### src/rtl/ddr2cd_pkg.sv
package ddr2cd_pkg;
   typedef enum logic [2:0] {
      CMD_NOP = 3'd0,
      CMD_ACT = 3'd1,
      CMD_PRE = 3'd2,
      CMD_RD  = 3'd3,
      CMD_WR  = 3'd4,
      CMD_MRS = 3'd5,
      CMD_REF = 3'd6
   } cmd_e;
endpackage

### src/rtl/ddr2cd_decode.sv
module ddr2cd_decode
   import ddr2cd_pkg::*;
(
   input  logic cs_n,
   input  logic ras_n,
   input  logic cas_n,
   input  logic we_n,
   output cmd_e cmd
);
   always_comb begin
      cmd = CMD_NOP;
      if (!cs_n) begin
         case ({ras_n, cas_n, we_n})
            3'b011:  cmd = CMD_ACT;
            3'b010:  cmd = CMD_PRE;
            3'b101:  cmd = CMD_RD;
            3'b100:  cmd = CMD_WR;
            3'b000:  cmd = CMD_MRS;
            3'b001:  cmd = CMD_REF;
            default: cmd = CMD_NOP;
         endcase
      end
   end
endmodule

### src/rtl/ddr2cd_bank.sv
module ddr2cd_bank
   import ddr2cd_pkg::*;
#(
   parameter int ROW_W = 13,
   parameter int CNT_W = 4
) (
   input  logic             clk,
   input  logic             rst_n,
   input  logic             en,
   input  logic             hit,
   input  cmd_e             cmd,
   input  logic             ap_req,
   input  logic [ROW_W-1:0] row_in,
   input  logic [CNT_W-1:0] dly,
   output logic             is_open,
   output logic [ROW_W-1:0] row_q
);
   logic             pend;
   logic [CNT_W-1:0] cnt;
   logic [CNT_W-1:0] dly_eff;
   logic             expire;
   logic             col_cmd;

   assign dly_eff = (dly == '0) ? CNT_W'(1) : dly;
   assign expire  = pend && (cnt == CNT_W'(1));
   assign col_cmd = (cmd == CMD_RD) || (cmd == CMD_WR);

   always_ff @(posedge clk) begin
      if (!rst_n) begin
         is_open <= 1'b0;
         row_q   <= '0;
         pend    <= 1'b0;
         cnt     <= '0;
      end else if (en) begin
         if (hit && cmd == CMD_ACT && !is_open) begin
            is_open <= 1'b1;
            row_q   <= row_in;
         end else if (hit && cmd == CMD_PRE) begin
            is_open <= 1'b0;
            pend    <= 1'b0;
         end else if (hit && col_cmd && ap_req && is_open) begin
            pend <= 1'b1;
            cnt  <= dly_eff;
         end else if (expire) begin
            is_open <= 1'b0;
            pend    <= 1'b0;
         end else if (pend) begin
            cnt <= cnt - CNT_W'(1);
         end
      end
   end

   // a pending countdown only exists on an open bank
   p_pend_open_r5: assert property (@(posedge clk) disable iff (!rst_n)
      pend |-> is_open);
   p_pre_closes_r3: assert property (@(posedge clk) disable iff (!rst_n)
      (en && hit && cmd == CMD_PRE) |=> !is_open);
   p_act_opens_r2: assert property (@(posedge clk) disable iff (!rst_n)
      (en && hit && cmd == CMD_ACT && !is_open) |=> (is_open && row_q == $past(row_in)));
   p_frozen_r8: assert property (@(posedge clk) disable iff (!rst_n)
      !en |=> ($stable(is_open) && $stable(cnt) && $stable(pend)));
endmodule

### src/rtl/ddr2_cmd_tracker.sv
module ddr2_cmd_tracker
   import ddr2cd_pkg::*;
#(
   parameter int BANK_W = 2,
   parameter int ADDR_W = 13,
   parameter int COL_W  = 9,
   parameter int AP_BIT = 10,
   parameter int CNT_W  = 4
) (
   input  logic                      clk,
   input  logic                      rst_n,
   input  logic                      cke,
   input  logic                      cs_n,
   input  logic                      ras_n,
   input  logic                      cas_n,
   input  logic                      we_n,
   input  logic [BANK_W-1:0]         ba,
   input  logic [ADDR_W-1:0]         addr,
   input  logic [CNT_W-1:0]          ap_delay,
   output logic                      act_stb,
   output logic                      pre_stb,
   output logic                      rd_stb,
   output logic                      wr_stb,
   output logic                      mrs_stb,
   output logic                      ref_stb,
   output logic                      nop_stb,
   output logic [BANK_W-1:0]         cmd_bank,
   output logic [ADDR_W-1:0]         row_addr,
   output logic [COL_W-1:0]          col_addr,
   output logic                      autopre,
   output logic                      illegal,
   output logic [(1<<BANK_W)-1:0]    bank_open,
   output logic [(1<<BANK_W)*ADDR_W-1:0] open_rows
);
   localparam int NBANK = 1 << BANK_W;

   if (AP_BIT >= ADDR_W || COL_W > AP_BIT || CNT_W < 1 || BANK_W < 1) begin : g_bad_cfg
      $error("ddr2_cmd_tracker: inconsistent address, column or counter widths");
   end

   cmd_e dec_cmd;
   logic sel_open;
   logic col_cmd;
   logic ap_req;
   logic illegal_now;

   ddr2cd_decode u_dec (
      .cs_n  (cs_n),
      .ras_n (ras_n),
      .cas_n (cas_n),
      .we_n  (we_n),
      .cmd   (dec_cmd)
   );

   assign sel_open    = bank_open[ba];
   assign col_cmd     = (dec_cmd == CMD_RD) || (dec_cmd == CMD_WR);
   assign ap_req      = col_cmd && addr[AP_BIT];
   assign illegal_now = (col_cmd && !sel_open) || (dec_cmd == CMD_ACT && sel_open);

   for (genvar i = 0; i < NBANK; i++) begin : g_bank
      ddr2cd_bank #(.ROW_W(ADDR_W), .CNT_W(CNT_W)) u_bank (
         .clk     (clk),
         .rst_n   (rst_n),
         .en      (cke),
         .hit     (ba == BANK_W'(i)),
         .cmd     (dec_cmd),
         .ap_req  (ap_req),
         .row_in  (addr),
         .dly     (ap_delay),
         .is_open (bank_open[i]),
         .row_q   (open_rows[i*ADDR_W +: ADDR_W])
      );
   end

   always_ff @(posedge clk) begin
      if (!rst_n) begin
         {act_stb, pre_stb, rd_stb, wr_stb, mrs_stb, ref_stb, nop_stb} <= '0;
         autopre  <= 1'b0;
         illegal  <= 1'b0;
         cmd_bank <= '0;
         row_addr <= '0;
      end else if (cke) begin
         act_stb  <= (dec_cmd == CMD_ACT);
         pre_stb  <= (dec_cmd == CMD_PRE);
         rd_stb   <= (dec_cmd == CMD_RD);
         wr_stb   <= (dec_cmd == CMD_WR);
         mrs_stb  <= (dec_cmd == CMD_MRS);
         ref_stb  <= (dec_cmd == CMD_REF);
         nop_stb  <= (dec_cmd == CMD_NOP);
         autopre  <= ap_req;
         illegal  <= illegal_now;
         cmd_bank <= ba;
         row_addr <= addr;
      end else begin
         {act_stb, pre_stb, rd_stb, wr_stb, mrs_stb, ref_stb, nop_stb} <= '0;
         autopre <= 1'b0;
         illegal <= 1'b0;
      end
   end

   assign col_addr = row_addr[COL_W-1:0];

   // one strobe per enabled edge
   p_one_strobe_r6: assert property (@(posedge clk) disable iff (!rst_n)
      cke |=> ($countones({act_stb, pre_stb, rd_stb, wr_stb, mrs_stb, ref_stb, nop_stb}) == 1));
   p_gated_quiet_r8: assert property (@(posedge clk) disable iff (!rst_n)
      !cke |=> ({act_stb, pre_stb, rd_stb, wr_stb, mrs_stb, ref_stb, nop_stb, autopre, illegal} == '0));
   p_cs_masked_r1: assert property (@(posedge clk) disable iff (!rst_n)
      (cke && cs_n) |=> nop_stb);
   p_illegal_keeps_rows_r7: assert property (@(posedge clk) disable iff (!rst_n)
      (cke && illegal_now) |=> $stable(open_rows));
endmodule

### config.mk
export PLATFORM = sky130hd
export DESIGN_NAME = ddr2_cmd_tracker
export DESIGN_NICKNAME = d
export VERILOG_FILES = /design/src/rtl/ddr2cd_pkg.sv /design/src/rtl/ddr2cd_decode.sv /design/src/rtl/ddr2cd_bank.sv /design/src/rtl/ddr2_cmd_tracker.sv
export SDC_FILE = /design/constraint.sdc
export NUM_CORES = 1
export LEC_CHECK = 0
export BUFFER_PORTS_ARGS = -buffer_cell sky130_fd_sc_hd__buf_4
export CAP_MARGIN = 20
export CORE_ASPECT_RATIO = 1.1
export CORE_MARGIN = 3
export CORE_UTILIZATION = 34
export CTS_CLUSTER_DIAMETER = 100
export DETAILED_ROUTE_END_ITERATION = 6
export GPL_TIMING_DRIVEN = 0
export SKIP_LAST_GASP = 1
export SLEW_MARGIN = 20
export SYNTH_ARGS = -nofsm -noshare
export SYNTH_HDL_FRONTEND = slang
export SYNTH_SLANG_ARGS = --single-unit
export TNS_END_PERCENT = 30
### constraint.sdc
create_clock -name clk -period 2.5 [get_ports clk]
set_input_delay 0.125 -clock clk [delete_from_list [all_inputs] [get_ports clk]]
set_output_delay 0.125 -clock clk [all_outputs]
set_load 0.02 [all_outputs]
==> results of run 1 <==
-- what timing repair did --
item,in CTS,in global routing
hold buffers,2,0
endpoints found under the hold margin,2,0
setup buffers,0,0
-- where the power goes --
group | switching, W | internal (W)
registers | 0.0000134 | 0.00161
logic | 0.000161 | 0.000122
clock network | 0.000620 | 0.000808
-- worst min path at each step --
stage,cells after the start,slack (ns),endpoint,start
after floorplan,1,0.20,mrs_stb,we_n
after global placement,2,0.33,mrs_stb,we_n
after detailed placement,2,0.34,mrs_stb,we_n
after CTS,3,0.06,g_bank[1].u_bank.row_q[3],addr[3]
after global routing,3,0.07,g_bank[1].u_bank.row_q[11],addr[11]
final,3,0.06,g_bank[1].u_bank.row_q[4],addr[4]
-- registers in the layout (all words and copies together) (netlist names), 2 cells and up --
register               cells
g_bank.u_bank.row_q       52
g_bank.u_bank.pend         4
cmd_bank                   2
g_bank.u_bank.is_open      4
g_bank.u_bank.cnt         16
row_addr                  13
-- worst reg2reg max path, cell delays in order, from the launching register on --
cell and delay, ns:
dfxtp_1 0.40, ha_1 0.18, nor4bb_1 0.33, o2bb2ai_1 0.21
a311o_1 0.32, mux2i_1 0.23
-- stage by stage --
step	area [um2]	hold slack, ns	total power, W	setup slack [ns]	instances
6_report	5860	0.0624	0.00334	0.402	800
2_1_floorplan	4510	0.197	0.00181	0.968	515
5_1_grt	5860	0.0662	0.00346	0.199	800
4_1_cts	5860	0.0586	0.00338	0.428	800
3_5_place_dp	5540	0.340	0.00195	0.578	782
3_3_place_gp	5540	0.331	0.00194	0.643	782
-- metal layers --
layer  track usage  part of all wire  vias to the layer above
li1              -                 -                     1983
met1         0.223              0.44                     1848
met2         0.289              0.48                      124
met3        0.0339             0.066                       13
met4        0.0526             0.013                        0
met5             0                 0                        -
-- cells in the final DEF, fill, tap and decap left out, types with 2 or more instances in the layout --
cell / count
inv_1: 10
a311o_1: 3
a21oi_1: 3
mux2i_1: 31
a31oi_1: 9
nor2b_1: 15
dfxtp_1: 100
a21boi_1: 3
o311ai_0: 4
o211ai_1: 11
ha_1: 8
nor4_4: 2
nor4_2: 2
nand4b_1: 2
buf_6: 5
nor4bb_1: 3
clkbuf_16: 9
clkbuf_1: 20
nor2_1: 9
and3_1: 3
nand2b_1: 2
buf_2: 10
or3_1: 4
buf_4: 123
a21boi_0: 49
nand2_1: 147
dlygate4sd3_1: 2
o21ai_0: 14
o2bb2ai_1: 3
nor3_1: 12
xnor2_1: 8
-- cell families (layout without fill, tap and decap cells) --
logic type	Yosys count	after routing	share of synthesized area
DFF	100	100	0.444
and+or+nand+nor	208	208	0.215
xor gates and xnor gates	8	8	0.0155
AOI/OAI and AO/OA	101	101	0.160
muxes	32	32	0.0737
buffers and inverters	58	186	0.0701
adders and majority gates	8	8	0.0222
-- cell usage after synthesis, drive strengths merged --
library cell,instances
nor3,12
nand3,1
a311o,3
nand4b,2
ha,8
o21ai,14
and3,3
a31o,1
nand2b,2
xnor2,8
or2,2
inv,10
mux2i,31
nand4,1
nor2b,15
nor4bb,3
clkbuf,19
a2bb2oi,1
nor4,4
or3,4
a21oi,3
o2bb2ai,3
and4bb,1
nand2,147
a21boi,52
o311ai,4
nor2,9
and2b,1
o211ai,11
a31oi,9
dfxtp,100
buf,29
mux4,1
nand4bb,1
-- area by class of cell --
cell class | instances | area, um2
Clock buffer | 11 | 243
Sequential cell | 100 | 2000
Multi-Input combinational cell | 357 | 2190
Clock inverter | 5 | 60.1
Tap cell | 157 | 196
Buffer | 48 | 279
Timing Repair Buffer | 112 | 846
Fill cell | 1240 | 6950
Inverter | 10 | 37.5
==> metrics, run 1 <==
Post-Syn Instances=515; CP Buf/Inv Count=4; Worst Path Class, Setup=in2reg; Reg clk slew, reported paths=roughly 0.07 ns; die height=between 100 and 150 um; slowest CP cell=dlygate4sd3_1; area leader, netlist=dfxtp_1; H-tree depth=3; Die ar.=between 0.01 and 0.015 mm2; Wirelength per Cell=approximately 16 um; area grow syn2layout=29.8%; post-synthesis sequential area ratio=0.444; CP required=2.77 ns; IO buf count=between 100 and 150; Hold Path Class=in2reg; Max-Slew Margin vs Limit=0.417; status=finished, final reports clean; worst slew pin tran=about 0.9 ns; Net Count, Synth=between 500 and 600; synthesized area=0.00451 mm2; CTS tree=done; Setup crit start=cs_n; worst r2r dst=g_bank[1].u_bank.cnt[0]; Initial Util=0.352; largest net degree at the start of global routing=17; Worst Path Max Fanout=10; CTS Sinks=100; Worst path depth=8; GPL Wtd Cong=0.758; synth warn=0; Inserted Diodes=0; total track usage=0.172; number of global-route vias before repair=approximately 3,800; Clock Tree Buf Depth=2; FF+latch count, synth=100; grt total ovfl=0; Root Buffer=clkbuf_16; fmax=between 400 and 500 MHz; Post-CTS Resized=0; Final Core Density=0.457; initial antenna violation count=0; Post-DRT Antenna Nets=0; Critical Path End=g_bank[3].u_bank.row_q[5]; cells along the critical path=dlygate4sd3_1, buf_4, nand4bb_1, buf_6, nor4_2, buf_2, nand2_1, a21boi_0; CTS buffer count=9; worst vdd ir=around 0.26 mV; DR vias=just under 4,000; RSZ-0062 raised after global routing=no; CP arrival=approximately 2.4 ns; Clock Skew=0.00899 ns; 1st-iter DRT viols=about 280; Distinct cells, synth=40; reg2reg start=g_bank[1].u_bank.cnt[0]; DRT Wirelength=around 13,000 um; first-pass GRT wire length=~20,000 um; R2R Setup Slk=~0.76 ns; # rows=43; maxcap violations=0; # IOs=approximately 120; Remaining DRCs=0; R2R depth=5; layout cells sized above 1=0.252; Layout Nets=about 670; slowest stage delay, CP=0.55 ns; setup TNS=0 ns; Hold Fails Final Rpt=0; Initial DRT Pass Iterations=4; static leakage=between 2 and 2.5 nW; worst skew pair latency=0.35 ns; most area-consuming cells after synthesis=dfxtp_1, nand2_1, a21boi_0, mux2i_1, ha_1; crit start category=input port; chip width=between 100 and 150 um; CP top delay family=buffers and inverters; dpl hpwl=between 9000 and 10,000 um; endpoints failing setup=0; Avg Cell Area, Syn=approximately 8.8 um2; Worst setup EP type=register; Slew Limit Fails=0; share of the synthesized area in the top cell type=0.444; P per Cell Area=between 500 and 600 mW/mm2; CORE AREA=0.0128 mm2; Tmin final=2.10 ns; Tcrit/Tclk final=0.839; vias per inst=4.96
Power figures use the tool's default switching activity.
==> inputs of run 2 (changes only) <==
==> constraint.sdc (replaced) <==
create_clock -name clk -period 2.1 [get_ports clk]
set_input_delay 0.105 -clock clk [delete_from_list [all_inputs] [get_ports clk]]
set_output_delay 0.105 -clock clk [all_outputs]
set_load 0.02 [all_outputs]
==> run 2 against run 1 <==
  * Non-clock buffer count rose by 1
  * Sequential cell count unchanged
  * Cell count is 0.13% higher
  * Routed wire length up 0.66%
  * Combinational power up 21%
  * Worst setup slack worse by 0.33 ns
  * Clock skew shrank 0.00084 ns
  * Utilization is 0.51 points higher
  * Critical path type unchanged
  * Cell area rose by 1.1%
==> metrics, run 2 (same netlist as run 1, synthesis figures left out) <==
number of global-route vias before repair=3,818; fmax=just under 500 MHz; reg2reg start=g_bank[1].u_bank.cnt[0]; CTS buffer count=9; worst slew pin tran=about 0.87 ns; Post-DRT Antenna Nets=0; Remaining DRCs=0; worst skew pair latency=0.35 ns; R2R Setup Slk=around 0.38 ns; Reg clk slew, reported paths=0.07 ns; total track usage=0.172; Placed Area=approximately 0.0055 mm2; Worst setup EP type=register; vias per inst=~5.0; Max-Slew Margin vs Limit=0.419; CP required=~2.3 ns; first-pass GRT wire length=19,900 um; Met3 Routed Length=between 600 and 700 um; chip width=116 um; CP arrival=approximately 2.3 ns; max FFs per register=52; CORE AREA=0.0128 mm2; Worst Path Class, Setup=in2reg; layout cells sized above 1=0.256; status=finished, final reports clean; 1st-iter DRT viols=approximately 280; most frequent cells in the layout=nand2_1, buf_4, dfxtp_1; die height=about 130 um; grt total ovfl=0; Largest regs=g_bank.u_bank.row_q x52, g_bank.u_bank.cnt x16, row_addr x13; # IOs=approximately 120; Slew Limit Fails=0; Root Buffer=clkbuf_16; initial antenna violation count=0; P per Cell Area=approximately 670 mW/mm2; static leakage=between 2 and 2.5 nW; Clock Tree Buf Depth=2; Hold Path Class=in2reg; DRT Wirelength=around 13,000 um; M1 wire length=between 5000 and 6000 um; Layout Nets=slightly below 700; Max Used Layer=met4; Hold Fails Final Rpt=0; CTS tree=done; Tmin final=~2.0 ns; worst vdd ir=around 0.31 mV; dpl hpwl=~9500 um; setup TNS=0 ns; metal2 WL=a little over 6000 um; Setup crit start=cs_n; area grow syn2layout=31.2%; endpoints failing setup=0; # rows=43; Clock Skew=a little over 0.008 ns; Tcrit/Tclk final=0.968; final instance area=about 0.0059 mm2; GPL Wtd Cong=around 0.76; Final Core Density=0.463; Initial Util=0.352; Die ar.=around 0.015 mm2; IO buf count=110; RSZ-0062 raised after global routing=yes; CTS Sinks=100; maxcap violations=0; Initial DRT Pass Iterations=4; Hold Path Origin=addr[4]; DR vias=~4,000; Final WS setup=slightly below 0.07 ns; Worst Path Max Fanout=10; Largest Register=g_bank.u_bank.row_q; Inserted Diodes=0; crit start category=input port; largest net degree at the start of global routing=17; H-tree depth=3; commonest non-fill, non-tap cell in the layout=nand2_1; Wirelength per Cell=roughly 16 um; pre-CTS setup slack=0.198 ns
-- run 2: cell count changes in the layout (fill, tap and decap cells not counted), sizes merged --
cell | before | now
buf | 139 | 140
-- run 2: area by class of cell --
cell class | instances | area [um2]
Inverter | 10 | 37.5
Clock inverter | 5 | 60.1
Clock buffer | 11 | 243
Multi-Input combinational cell | 357 | 2230
Buffer | 48 | 298
Fill cell | 1230 | 6880
Timing Repair Buffer | 113 | 853
Sequential cell | 100 | 2000
Tap cell | 157 | 196
-- run 2: routing by layer --
metal | up-vias | track usage
met5 | - | 0
met4 | 0 | 0.0526
met3 | 14 | 0.0339
met2 | 104 | 0.289
met1 | 1889 | 0.223
li1 | 1987 | -
-- run 2: what timing repair did --
| item | in CTS | in global routing |
|---|---|---|
| gates resized for setup | 0 | 12 |
| hold buffers | 2 | 0 |
| endpoints found under the hold margin | 2 | 0 |
| setup endpoints to repair | 0 | 30 |
| setup buffers | 0 | 1 |
-- run 2: final timing paths --
check / end / cells past startpoint
max: g_bank[2].u_bank.row_q[2] / 10
min: g_bank[1].u_bank.row_q[4] / 3
max reg2reg: g_bank[1].u_bank.cnt[0] / 5
min reg2reg: g_bank[1].u_bank.row_q[3] / 2
-- run 2: where the power goes --
part	internal [W]	total [W]	switching, W
Sequential	0.00192	0.00194	0.0000162
Combinational	0.000149	0.000345	0.000196
Clock	0.000962	0.00170	0.000738
-- run 2: critical path: stages --
cell and delay [ns]:
dlygate4sd3_1 0.55, buf_4 0.16, nand4bb_4 0.23, buf_8 0.16, or2_4 0.24, or3_4 0.37
buf_6 0.14, buf_6 0.14, nand2_1 0.07, a21boi_0 0.09
-- run 2: stage by stage --
stage | power [W] | hold slack, ns | cells
finish | 0.00398 | 0.0427 | 801
global route | 0.00413 | 0.0462 | 801
CTS | 0.00402 | 0.0386 | 800
detailed placement | 0.00232 | 0.320 | 782
global placement | 0.00231 | 0.311 | 782
floorplan | 0.00216 | 0.177 | 515
==> inputs of run 3 (changes only) <==
--- a/config.mk
+++ b/config.mk
@@ -13,6 +13,7 @@
 export CTS_CLUSTER_DIAMETER = 100
 export DETAILED_ROUTE_END_ITERATION = 6
 export GPL_TIMING_DRIVEN = 0
+export REMOVE_ABC_BUFFERS = 1
 export SKIP_LAST_GASP = 1
 export SLEW_MARGIN = 20
 export SYNTH_ARGS = -nofsm -noshare
==> run 3 against run 2 <==
  * Sequential power hardly changed
  * Cell area is 3.4% lower
  * Critical endpoint is now g_bank[2].u_bank.cnt[2]
  * Critical path depth is 6 lower
  * Largest power group unchanged
==> metrics, run 3 (same netlist as run 1, synthesis figures left out) <==
CTS Sinks=100; slowest CP cell=dfxtp_1; CORE AREA=about 0.013 mm2; Largest Register=g_bank.u_bank.row_q; Hold Path Origin=cs_n; fmax=about 500 MHz; final instance area=about 0.0057 mm2; # rows=43; largest net degree at the start of global routing=between 100 and 150; vias per inst=between 4 and 5; Slew Limit Fails=0; Layout Nets=approximately 640; Filler cells=around 1,200; IO buf count=between 100 and 150; Largest regs=g_bank.u_bank.row_q x52, g_bank.u_bank.cnt x16, row_addr x13; Wirelength per Cell=between 15 and 20 um; initial antenna violation count=0; Remaining DRCs=0; Clock Skew=0.00837 ns; number of global-route vias before repair=3,768; Max-Slew Margin vs Limit=0.362; Die ar.=0.0147 mm2; CP required=2.36 ns; RSZ-0062 raised after global routing=yes; static leakage=around 2.3 nW; H-tree depth=3; crit start category=register; CTS tree=done; Post-DRT Antenna Nets=0; Hold Fails Final Rpt=0; Clock Tree Buf Depth=2; CTS buffer count=9; total track usage=0.166; layout cells sized above 1=0.244; endpoints failing setup=0; worst vdd ir=just over 0.3 mV; slowest stage delay, CP=0.48 ns; maxcap violations=0; Placed Area=0.00533 mm2; Worst Path Class, Setup=reg2reg; most frequent cells in the layout=nand2_1, buf_4, dfxtp_1; cells along the critical path=nand4b_1, o2bb2ai_1, a311o_1, mux2i_1; GPL Wtd Cong=0.736; Initial DRT Pass Iterations=5; setup TNS=0 ns; worst slew pin tran=around 0.95 ns; CP arrival=between 2 and 2.5 ns; Tmin final=1.96 ns; # IOs=115; DR vias=between 3,000 and 4,000; Initial Util=0.352; worst skew pair latency=0.34 ns; Reg clk slew, reported paths=0.06 ns; reg2reg start=g_bank[2].u_bank.is_open; first-pass GRT wire length=19,400 um; Worst Path Max Fanout=11; 1st-iter DRT viols=between 150 and 200; Hold Path Class=in2reg; status=finished, final reports clean; area grow syn2layout=26.8%; Final Core Density=0.447; dpl hpwl=a little over 8000 um; commonest non-fill, non-tap cell in the layout=nand2_1; Setup crit start=g_bank[2].u_bank.is_open; grt total ovfl=0; Worst setup EP type=register; chip width=approximately 120 um; max FFs per register=between 50 and 60; die height=approximately 130 um; Inserted Diodes=0; DRT Wirelength=between 10,000 and 15,000 um; Root Buffer=clkbuf_16; P per Cell Area=roughly 700 mW/mm2; Tcrit/Tclk final=0.932
-- run 3: cell types whose count changed in the layout (fill, tap and decap cells not counted), moves of 2 or more --
| cell | before | now |
|---|---|---|
| buf_2 | 7 | 0 |
| clkbuf_1 | 20 | 0 |
| buf_6 | 6 | 2 |
| clkinvlp_4 | 1 | 3 |
| buf_4 | 125 | 121 |
-- run 3: layout make-up --
class,instances,area (um2),area share
Clock inverter,4,75.1,0.0131
Timing Repair Buffer,125,951,0.166
Inverter,10,41.3,0.00722
Sequential cell,100,2000,0.350
Clock buffer,10,239,0.0418
Tap cell,157,196,0.0343
Multi-Input combinational cell,357,2220,0.387
-- run 3: layer usage --
metal  global-route usage  share of wire  vias up
li1                     -              -     1900
met1                0.210           0.44     1792
met2                0.269           0.47      105
met3               0.0592          0.074       10
met4               0.0416          0.010        0
met5                    0              0        -
-- run 3: power breakdown --
group          internal (W)  total (W)  switching, W
Combinational      0.000136   0.000316      0.000180
Sequential          0.00192    0.00194     0.0000156
Clock               0.00106    0.00178      0.000714
Total               0.00312    0.00403      0.000910
-- run 3: repair_timing --
| action | CTS | global route |
|---|---|---|
| endpoints found under the setup margin | 56 | 44 |
| buffers inserted | 0 | 7 |
| hold buffers | 2 | 0 |
| pin swaps | 2 | 3 |
| gates resized for setup | 1 | 1 |
| endpoints found under the hold margin | 2 | 0 |
-- run 3: stage by stage --
step           hold WS, ns  instances  power (W)  setup slack, ns
6_report            0.0379        763    0.00403            0.142
5_1_grt             0.0510        763    0.00416          -0.0104
4_1_cts             0.0273        756    0.00406           0.0611
3_5_place_dp         0.319        740    0.00229           -0.457
3_3_place_gp         0.310        738    0.00228           -0.846
2_1_floorplan        0.177        467    0.00211            0.245
-- run 3: path summary, 6_finish.rpt --
check                         endpoint  slack, ns  cells past startpoint
max            g_bank[2].u_bank.cnt[2]       0.14                      4
min                            nop_stb       0.04                      3
max reg2reg    g_bank[2].u_bank.cnt[2]       0.14                      4
min reg2reg  g_bank[0].u_bank.row_q[4]       0.46                      2
-- run 3: worst max-delay path, delay by kind of cell (launching register included) --
family             cells  cell delay [ns]
AOI/OAI and AO/OA      2             0.75
DFF                    1             0.48
and+or+nand+nor        1             0.43
muxes                  1             0.22
